File: src/rtl/lapic_timer_pkg.sv
package lapic_timer_pkg;

  localparam int SHIFT_W   = 3;
  localparam int MAX_SHIFT = 7;

  localparam int A_LOAD  = 0;
  localparam int A_COUNT = 1;
  localparam int A_DIV   = 2;
  localparam int A_TPRI  = 3;
  localparam int A_SPUR  = 4;
  localparam int A_DFMT  = 5;
  localparam int A_VEC0  = 8;

  typedef struct packed {
    logic       periodic;
    logic       masked;
    logic [7:0] vector;
  } vec_entry_t;

  localparam vec_entry_t ENTRY_RESET = '{periodic: 1'b0, masked: 1'b1, vector: 8'h00};

  function automatic logic [SHIFT_W-1:0] code_to_shift(input logic [2:0] code);
    if (code == 3'd7) return '0;
    return SHIFT_W'(code) + SHIFT_W'(1);
  endfunction

  function automatic logic [31:0] entry_word(input vec_entry_t e);
    return {14'd0, e.periodic, e.masked, 8'd0, e.vector};
  endfunction

endpackage

File: src/rtl/lapic_timer_regs.sv
module lapic_timer_regs
  import lapic_timer_pkg::*;
#(
  parameter int ADDR_W  = 4,
  parameter int CNT_W   = 32,
  parameter int NUM_VEC = 4
) (
  input  logic               clk,
  input  logic               rst_n,
  input  logic [ADDR_W-1:0]  addr,
  input  logic               we,
  input  logic [31:0]        wdata,
  input  logic [CNT_W-1:0]   count_val,
  output logic [31:0]        rdata,
  output vec_entry_t         timer_entry,
  output logic [SHIFT_W-1:0] shift,
  output logic [CNT_W-1:0]   start_val,
  output logic               load
);

  logic [CNT_W-1:0] start_q, start_n;
  logic [2:0]       div_q, div_n;
  logic [7:0]       tpri_q, tpri_n;
  logic [7:0]       spur_q, spur_n;
  logic [3:0]       dfmt_q, dfmt_n;
  logic [31:0]      rdata_q, rdata_n;
  vec_entry_t       entry_q [NUM_VEC];

  function automatic logic hit(input logic [ADDR_W-1:0] a, input int target);
    return a == ADDR_W'(target);
  endfunction

  always_comb begin
    load    = we && hit(addr, A_LOAD);
    start_n = load ? wdata[CNT_W-1:0] : start_q;
    div_n   = (we && hit(addr, A_DIV))  ? {wdata[3], wdata[1:0]} : div_q;
    tpri_n  = (we && hit(addr, A_TPRI)) ? wdata[7:0] : tpri_q;
    spur_n  = (we && hit(addr, A_SPUR)) ? wdata[7:0] : spur_q;
    dfmt_n  = (we && hit(addr, A_DFMT)) ? wdata[3:0] : dfmt_q;
  end

  always_ff @(posedge clk or negedge rst_n) begin
    if (!rst_n) begin
      start_q <= '0;
      div_q   <= '0;
      tpri_q  <= 8'h00;
      spur_q  <= 8'hFF;
      dfmt_q  <= 4'hF;
    end else begin
      start_q <= start_n;
      div_q   <= div_n;
      tpri_q  <= tpri_n;
      spur_q  <= spur_n;
      dfmt_q  <= dfmt_n;
    end
  end

  for (genvar g = 0; g < NUM_VEC; g++) begin : g_entry
    logic       wr_en;
    vec_entry_t nxt;
    always_comb begin
      wr_en = we && hit(addr, A_VEC0 + g);
      nxt   = wr_en ? '{periodic: wdata[17], masked: wdata[16], vector: wdata[7:0]}
                    : entry_q[g];
    end
    always_ff @(posedge clk or negedge rst_n) begin
      if (!rst_n) entry_q[g] <= ENTRY_RESET;
      else        entry_q[g] <= nxt;
    end
  end

  always_comb begin
    rdata_n = '0;
    if (hit(addr, A_LOAD))  rdata_n = 32'(start_q);
    if (hit(addr, A_COUNT)) rdata_n = 32'(count_val);
    if (hit(addr, A_DIV))   rdata_n = {28'd0, div_q[2], 1'b0, div_q[1:0]};
    if (hit(addr, A_TPRI))  rdata_n = {24'd0, tpri_q};
    if (hit(addr, A_SPUR))  rdata_n = {24'd0, spur_q};
    if (hit(addr, A_DFMT))  rdata_n = {28'd0, dfmt_q};
    for (int i = 0; i < NUM_VEC; i++) begin
      if (hit(addr, A_VEC0 + i)) rdata_n = entry_word(entry_q[i]);
    end
  end

  always_ff @(posedge clk or negedge rst_n) begin
    if (!rst_n) rdata_q <= '0;
    else        rdata_q <= rdata_n;
  end

  assign rdata       = rdata_q;
  assign timer_entry = entry_q[0];
  assign shift       = code_to_shift(div_q);
  assign start_val   = start_q;

  // the timer entry leaves reset suppressed
  assert_entry_reset_R1: assert property (@(posedge clk)
    $rose(rst_n) |-> timer_entry.masked);

endmodule

File: src/rtl/lapic_timer_prescale.sv
module lapic_timer_prescale
  import lapic_timer_pkg::*;
#(
  parameter int PRE_W = MAX_SHIFT
) (
  input  logic               clk,
  input  logic               rst_n,
  input  logic               restart,
  input  logic [SHIFT_W-1:0] shift,
  output logic               tick
);

  logic [PRE_W-1:0] pre_q, pre_n;
  logic [PRE_W-1:0] low_mask;

  always_comb begin
    low_mask = ~({PRE_W{1'b1}} << shift);
    pre_n    = restart ? '0 : pre_q + PRE_W'(1);
    tick     = (pre_q & low_mask) == low_mask;
  end

  always_ff @(posedge clk or negedge rst_n) begin
    if (!rst_n) pre_q <= '0;
    else        pre_q <= pre_n;
  end

  // with a divide above one, ticks never fall on adjacent clocks
  assert_tick_spacing_R2: assert property (@(posedge clk) disable iff (!rst_n)
    (tick && shift != '0 && !restart) |=> (!tick || !$stable(shift)));

endmodule

File: src/rtl/lapic_timer_core.sv
module lapic_timer_core
  import lapic_timer_pkg::*;
#(
  parameter int CNT_W = 32
) (
  input  logic             clk,
  input  logic             rst_n,
  input  logic             tick,
  input  logic             load,
  input  logic [CNT_W-1:0] load_val,
  input  logic [CNT_W-1:0] start_val,
  input  vec_entry_t       entry,
  output logic [CNT_W-1:0] count,
  output logic             irq,
  output logic [7:0]       irq_vec
);

  logic [CNT_W-1:0] cnt_q, cnt_n;
  logic             run_q, run_n;
  logic             irq_q, irq_n;
  logic [7:0]       vec_q, vec_n;

  always_comb begin
    cnt_n = cnt_q;
    run_n = run_q;
    irq_n = 1'b0;
    vec_n = vec_q;
    if (load) begin
      cnt_n = load_val;
      run_n = |load_val;
    end else if (tick && run_q) begin
      if (cnt_q == '0) begin
        irq_n = !entry.masked;
        if (!entry.masked) vec_n = entry.vector;
        if (entry.periodic) cnt_n = start_val;
        else                run_n = 1'b0;
      end else begin
        cnt_n = cnt_q - CNT_W'(1);
      end
    end
  end

  always_ff @(posedge clk or negedge rst_n) begin
    if (!rst_n) begin
      cnt_q <= '0;
      run_q <= 1'b0;
      irq_q <= 1'b0;
      vec_q <= '0;
    end else begin
      cnt_q <= cnt_n;
      run_q <= run_n;
      irq_q <= irq_n;
      vec_q <= vec_n;
    end
  end

  assign count   = cnt_q;
  assign irq     = irq_q;
  assign irq_vec = vec_q;

  // the count never exceeds the programmed start value
  assert_count_bound_R3: assert property (@(posedge clk) disable iff (!rst_n)
    count <= start_val);

  // a request lasts one clock
  assert_pulse_single_R4: assert property (@(posedge clk) disable iff (!rst_n)
    irq |=> !irq);

  // a request only follows a zero count
  assert_fire_after_zero_R4: assert property (@(posedge clk) disable iff (!rst_n)
    irq |-> $past(count) == '0);

  // a zero start value never yields a request
  assert_zero_start_silent_R6: assert property (@(posedge clk) disable iff (!rst_n)
    irq |-> $past(start_val) != '0);

  // a suppressed entry yields no request
  assert_masked_silent_R8: assert property (@(posedge clk) disable iff (!rst_n)
    irq |-> !$past(entry.masked));

endmodule

File: src/rtl/lapic_timer.sv
module lapic_timer
  import lapic_timer_pkg::*;
#(
  parameter int ADDR_W  = 4,
  parameter int CNT_W   = 32,
  parameter int NUM_VEC = 4
) (
  input  logic              clk,
  input  logic              rst_n,
  input  logic [ADDR_W-1:0] reg_addr,
  input  logic              reg_we,
  input  logic [31:0]       reg_wdata,
  output logic [31:0]       reg_rdata,
  output logic              irq_pulse,
  output logic [7:0]        irq_vector
);

  logic [1:0]         rst_sync_q;
  logic               rst_int_n;
  vec_entry_t         timer_entry;
  logic [SHIFT_W-1:0] shift;
  logic [CNT_W-1:0]   start_val;
  logic [CNT_W-1:0]   count_val;
  logic               load;
  logic               tick;

  always_ff @(posedge clk or negedge rst_n) begin
    if (!rst_n) rst_sync_q <= 2'b00;
    else        rst_sync_q <= {rst_sync_q[0], 1'b1};
  end
  assign rst_int_n = rst_sync_q[1];

  lapic_timer_regs #(.ADDR_W(ADDR_W), .CNT_W(CNT_W), .NUM_VEC(NUM_VEC)) regs_i (
    .clk         (clk),
    .rst_n       (rst_int_n),
    .addr        (reg_addr),
    .we          (reg_we),
    .wdata       (reg_wdata),
    .count_val   (count_val),
    .rdata       (reg_rdata),
    .timer_entry (timer_entry),
    .shift       (shift),
    .start_val   (start_val),
    .load        (load)
  );

  lapic_timer_prescale #(.PRE_W(MAX_SHIFT)) pre_i (
    .clk     (clk),
    .rst_n   (rst_int_n),
    .restart (load),
    .shift   (shift),
    .tick    (tick)
  );

  lapic_timer_core #(.CNT_W(CNT_W)) core_i (
    .clk       (clk),
    .rst_n     (rst_int_n),
    .tick      (tick),
    .load      (load),
    .load_val  (reg_wdata[CNT_W-1:0]),
    .start_val (start_val),
    .entry     (timer_entry),
    .count     (count_val),
    .irq       (irq_pulse),
    .irq_vec   (irq_vector)
  );

endmodule

File: config.mk
export PLATFORM = sky130hd
export DESIGN_NAME = lapic_timer
export DESIGN_NICKNAME = d
export VERILOG_FILES = /design/src/rtl/lapic_timer_pkg.sv /design/src/rtl/lapic_timer_regs.sv /design/src/rtl/lapic_timer_prescale.sv /design/src/rtl/lapic_timer_core.sv /design/src/rtl/lapic_timer.sv
export SDC_FILE = /design/constraint.sdc
export NUM_CORES = 1
export LEC_CHECK = 0
export ABC_CLOCK_PERIOD_IN_PS = 5000
export BUFFER_PORTS_ARGS = -buffer_cell sky130_fd_sc_hd__buf_2
export CORE_MARGIN = 2
export CORE_UTILIZATION = 45
export CTS_CLUSTER_SIZE = 24
export DETAILED_ROUTE_END_ITERATION = 6
export GPL_ROUTABILITY_DRIVEN = 0
export PLACE_DENSITY = 0.7
export RECOVER_POWER = 25
export SLEW_MARGIN = 40
export SYNTH_ARGS = -nofsm -noshare
export SYNTH_HDL_FRONTEND = slang
export SYNTH_HIERARCHICAL = 1
export SYNTH_SLANG_ARGS = --single-unit
File: constraint.sdc
create_clock -name clk -period 5 [get_ports clk]
set_input_delay 1.5 -clock clk [delete_from_list [all_inputs] [get_ports clk]]
set_output_delay 1.5 -clock clk [all_outputs]
set_load 0.01 [all_outputs]
==> flow_summary.toml <==
[finish]
final-seq-area_mm2 = 0.00448
antennaDiodeCount = 0
fill_cells = 1719
finalInstanceArea_mm2 = 0.0102
final_nets = 893
drive_gt1_share_pct = 31.2
area_growth_pct = 12.5
utilization_pct = 52.0
multi_input_area_mm2 = 0.00423

[power_and_ir_drop]
p_per_area_mw_per_mm2 = 466
peakVddDrop_v = 0.000258
seq_power_share_pct = 45.2
fin_total_pwr_w = 0.00474
p_clk_share_pct = 27.9
p_sw_share_pct = 35.3
p_leak_nw = 4.61
p_switching_w = 0.00167
internal_power_w = 0.00307
p_comb_share_pct = 26.9

[synth]
yosys_warnings = 6
syn_nets = 834
seq_area_frac_synth_pct = 49.4
synthFlopType = "dfrtp_1"
synth-edff-count = 0
syn_avg_cell_area_um2 = 11.5
ys_seq_elements = 178
synth_cells = 790
async_flop_share_pct = 100
synth_cell_type_count = 64
synth_top_cell_by_area = "dfrtp_1"
synthTopCellsByArea = "dfrtp_1 (45%), mux2_2 (9.2%), mux2_4 (4.8%)"
yosys.area.top_type_share_pct = 44.8
syn_area_mm2 = 0.00906

[route]
wl_met2_um = 10100
num_vias = 6627
drt-met1-wl_um = 10100
wl_um = 22000
drc = 0
ant_nets = 0
drt_iter0_markers = 585
viasPerCell = 5.88
wl_per_cell_um = 19.5
drt_pass1_iterations = 6
dr_wl_met3_um = 1320
routed.top_layer = "met4"

[timing]
setup_ws_ps = 1500
hold_viol = 0
rsz0062_at_grt = "false"
setup_violations = 0
finClkSkew_ps = 11.1
worstMarginPinSlew_ps = 2190
drv_slew = 87
max_freq_mhz = 286
fin_tns_setup_ps = 0
post-route-min-period_ps = 3500
relSlewSlack_pct = -46.2
fin_crit_sh_pct = 70.0

[worst_hold_path]
worstHoldPathType = "register to register"

[clocking]
cts_tree = "done"
post_cts_buffers = 0
cts_num_sinks = 178
cts_buffers = 17
cts_resized = 0
cts_buffer_depth = 2
clock-root-buffer = "clkbuf_16"
clkSlewWorstSetupHoldPaths_ps = 70
htreeDepth = 4
cts_hold_buf = 0
clock_latency_ps = 440

[global_route]
grt_pass1_wl_um = 36000
antenna_found_initial = 0
grt_use_total_pct = 21.2
overflow = 0
grt_pass1_vias = 6686
grt_max_degree = 91

[die]
coreArea_mm2 = 0.0196
die_area_mm2 = 0.0213
initial_core_util_pct = 46.2
dieHeight_um = 146
num_rows = 51
fp.dieW_um = 146
pin_count = 80

[run_status]
violations = "max-capacitance violations, max-slew violations"
status = "finished with violations"

[setup_path]
worstSetupPathType = "input port to register"
arrival_ps = 3820
start_kind = "input port"
endpoint_kind = "register"
required_ps = 5320
path_max_fanout = 44

[flow_run]
cap_violations = 1

[place]
port_buffers = 79
post-dp-hpwl_um = 14800
post-place-ws_ps = 1090
dpl_cell_area_mm2 = 0.00961
-- cells in the mapped netlist, drive strengths merged (6+ instances only) --
| master | instances |
|---|---|
| dfstp | 16 |
| inv | 16 |
| clkbuf | 21 |
| or3 | 8 |
| nand2b | 11 |
| o21ai | 47 |
| mux4 | 7 |
| buf | 30 |
| nor4 | 23 |
| nor3 | 9 |
| a21oi | 18 |
| o21a | 7 |
| mux2i | 36 |
| a22oi | 25 |
| nand2 | 36 |
| nand3 | 22 |
| nor2 | 75 |
| nand3b | 6 |
| and3 | 7 |
| nand4 | 14 |
| a31oi | 14 |
| mux2 | 106 |
| xnor2 | 9 |
| dfrtp | 162 |
| xor2 | 9 |
-- power by group through the flow --
stage	clock network, W	logic, W	registers (W)
floorplan	0	0.000990	0.00208
global placement	0	0.00123	0.00215
detailed placement	0	0.00126	0.00215
CTS	0.00135	0.00127	0.00213
global route	0.00141	0.00141	0.00219
finish	0.00132	0.00128	0.00214
-- worst max-delay path: stages --
cell and delay [ps]:
buf_2 440, or3_1 200, nand2b_4 120, inv_1 60, buf_4 280, nor2_1 490
o21ai_0 310, o32ai_1 320, a21oi_1 60
-- routing by layer --
layer  track usage [%]  up-vias
met5                 0        -
met1              29.7     3337
met4              7.50        0
met2              32.5      239
li1                  -     3008
met3              4.55       43
-- stage by stage --
stage	cells	hold WS [ps]
final	1127	357
after global routing	1127	382
after CTS	1127	361
after detailed placement	1095	343
after global placement	1094	337
after floorplan	790	331
-- cell families (layout without fill, tap and decap cells) --
| logic type | count (synthesis) | in the layout | share of synthesized area, % |
|---|---|---|---|
| adder cells (fa/ha/maj) | 5 | 5 | 0.691 |
| other | 1 | 1 | 0.0414 |
| AND/OR/NAND/NOR | 227 | 227 | 13.7 |
| AO/OA/AOI/OAI | 145 | 145 | 10.4 |
| multiplexers | 149 | 149 | 20.1 |
| flip-flops | 178 | 178 | 49.4 |
| XOR/XNOR | 18 | 18 | 1.74 |
| buffers and inverters | 67 | 139 | 3.98 |
-- flip-flops by register name (all words and copies together) (netlist names) --
name                flops
regs_i/rdata           32
regs_i/tpri_q           8
regs_i/dfmt_q           4
regs_i/spur_q           8
regs_i/entry_q         30
core_i/count           32
core_i/run_q            1
core_i/irq_vec          8
rst_sync_q              2
pre_i/pre_q             7
core_i/irq              1
regs_i/div_q            3
regs_i/start_val       32
regs_i/timer_entry     10
-- cell usage in the layout, fill, tap and decap left out, types with 17 or more instances in the layout --
master / netlist / layout
dfrtp_1: 162 / 161
buf_2: 9 / 78
nor2_1: 74 / 74
mux2_2: 74 / 74
o21ai_0: 47 / 47
nand2_1: 36 / 36
mux2i_1: 36 / 36
mux2_4: 29 / 29
a22oi_1: 25 / 25
nand3_1: 20 / 20
a21oi_1: 18 / 18
clkbuf_16: 0 / 17
-- final timing paths --
| path | slack (ps) | end | cells past startpoint | from |
|---|---|---|---|---|
| setup / recovery | 1500 | core_i/count[24]$_DFFE_PN0P_ | 9 | reg_addr[1] |
| hold / removal | 360 | rst_sync_q[1]$_DFF_PN0_ | 0 | rst_sync_q[0]$_DFF_PN0_ |
| setup reg to reg | 1670 | core_i/count[31]$_DFFE_PN0P_ | 11 | regs_i/div_q[0]$_DFFE_PN0P_ |
| hold reg to reg | 360 | rst_sync_q[1]$_DFF_PN0_ | 0 | rst_sync_q[0]$_DFF_PN0_ |
| max in group asynchronous | 2650 | regs_i/spur_q[6]$_DFFE_PN1P_ | 2 | rst_sync_q[1]$_DFF_PN0_ |
| min in group asynchronous | 830 | rst_sync_q[0]$_DFF_PN0_ | 1 | rst_n |
-- final cells by class --
cell class / instances / share of cell area [%]
Multi-Input combinational cell: 545 / 41.5
Inverter: 16 / 0.590
Tap cell: 265 / 3.26
Clock inverter: 15 / 1.52
Sequential cell: 178 / 44.0
Timing Repair Buffer: 91 / 4.96
Clock buffer: 17 / 4.18
Power figures use the tool's default switching activity.
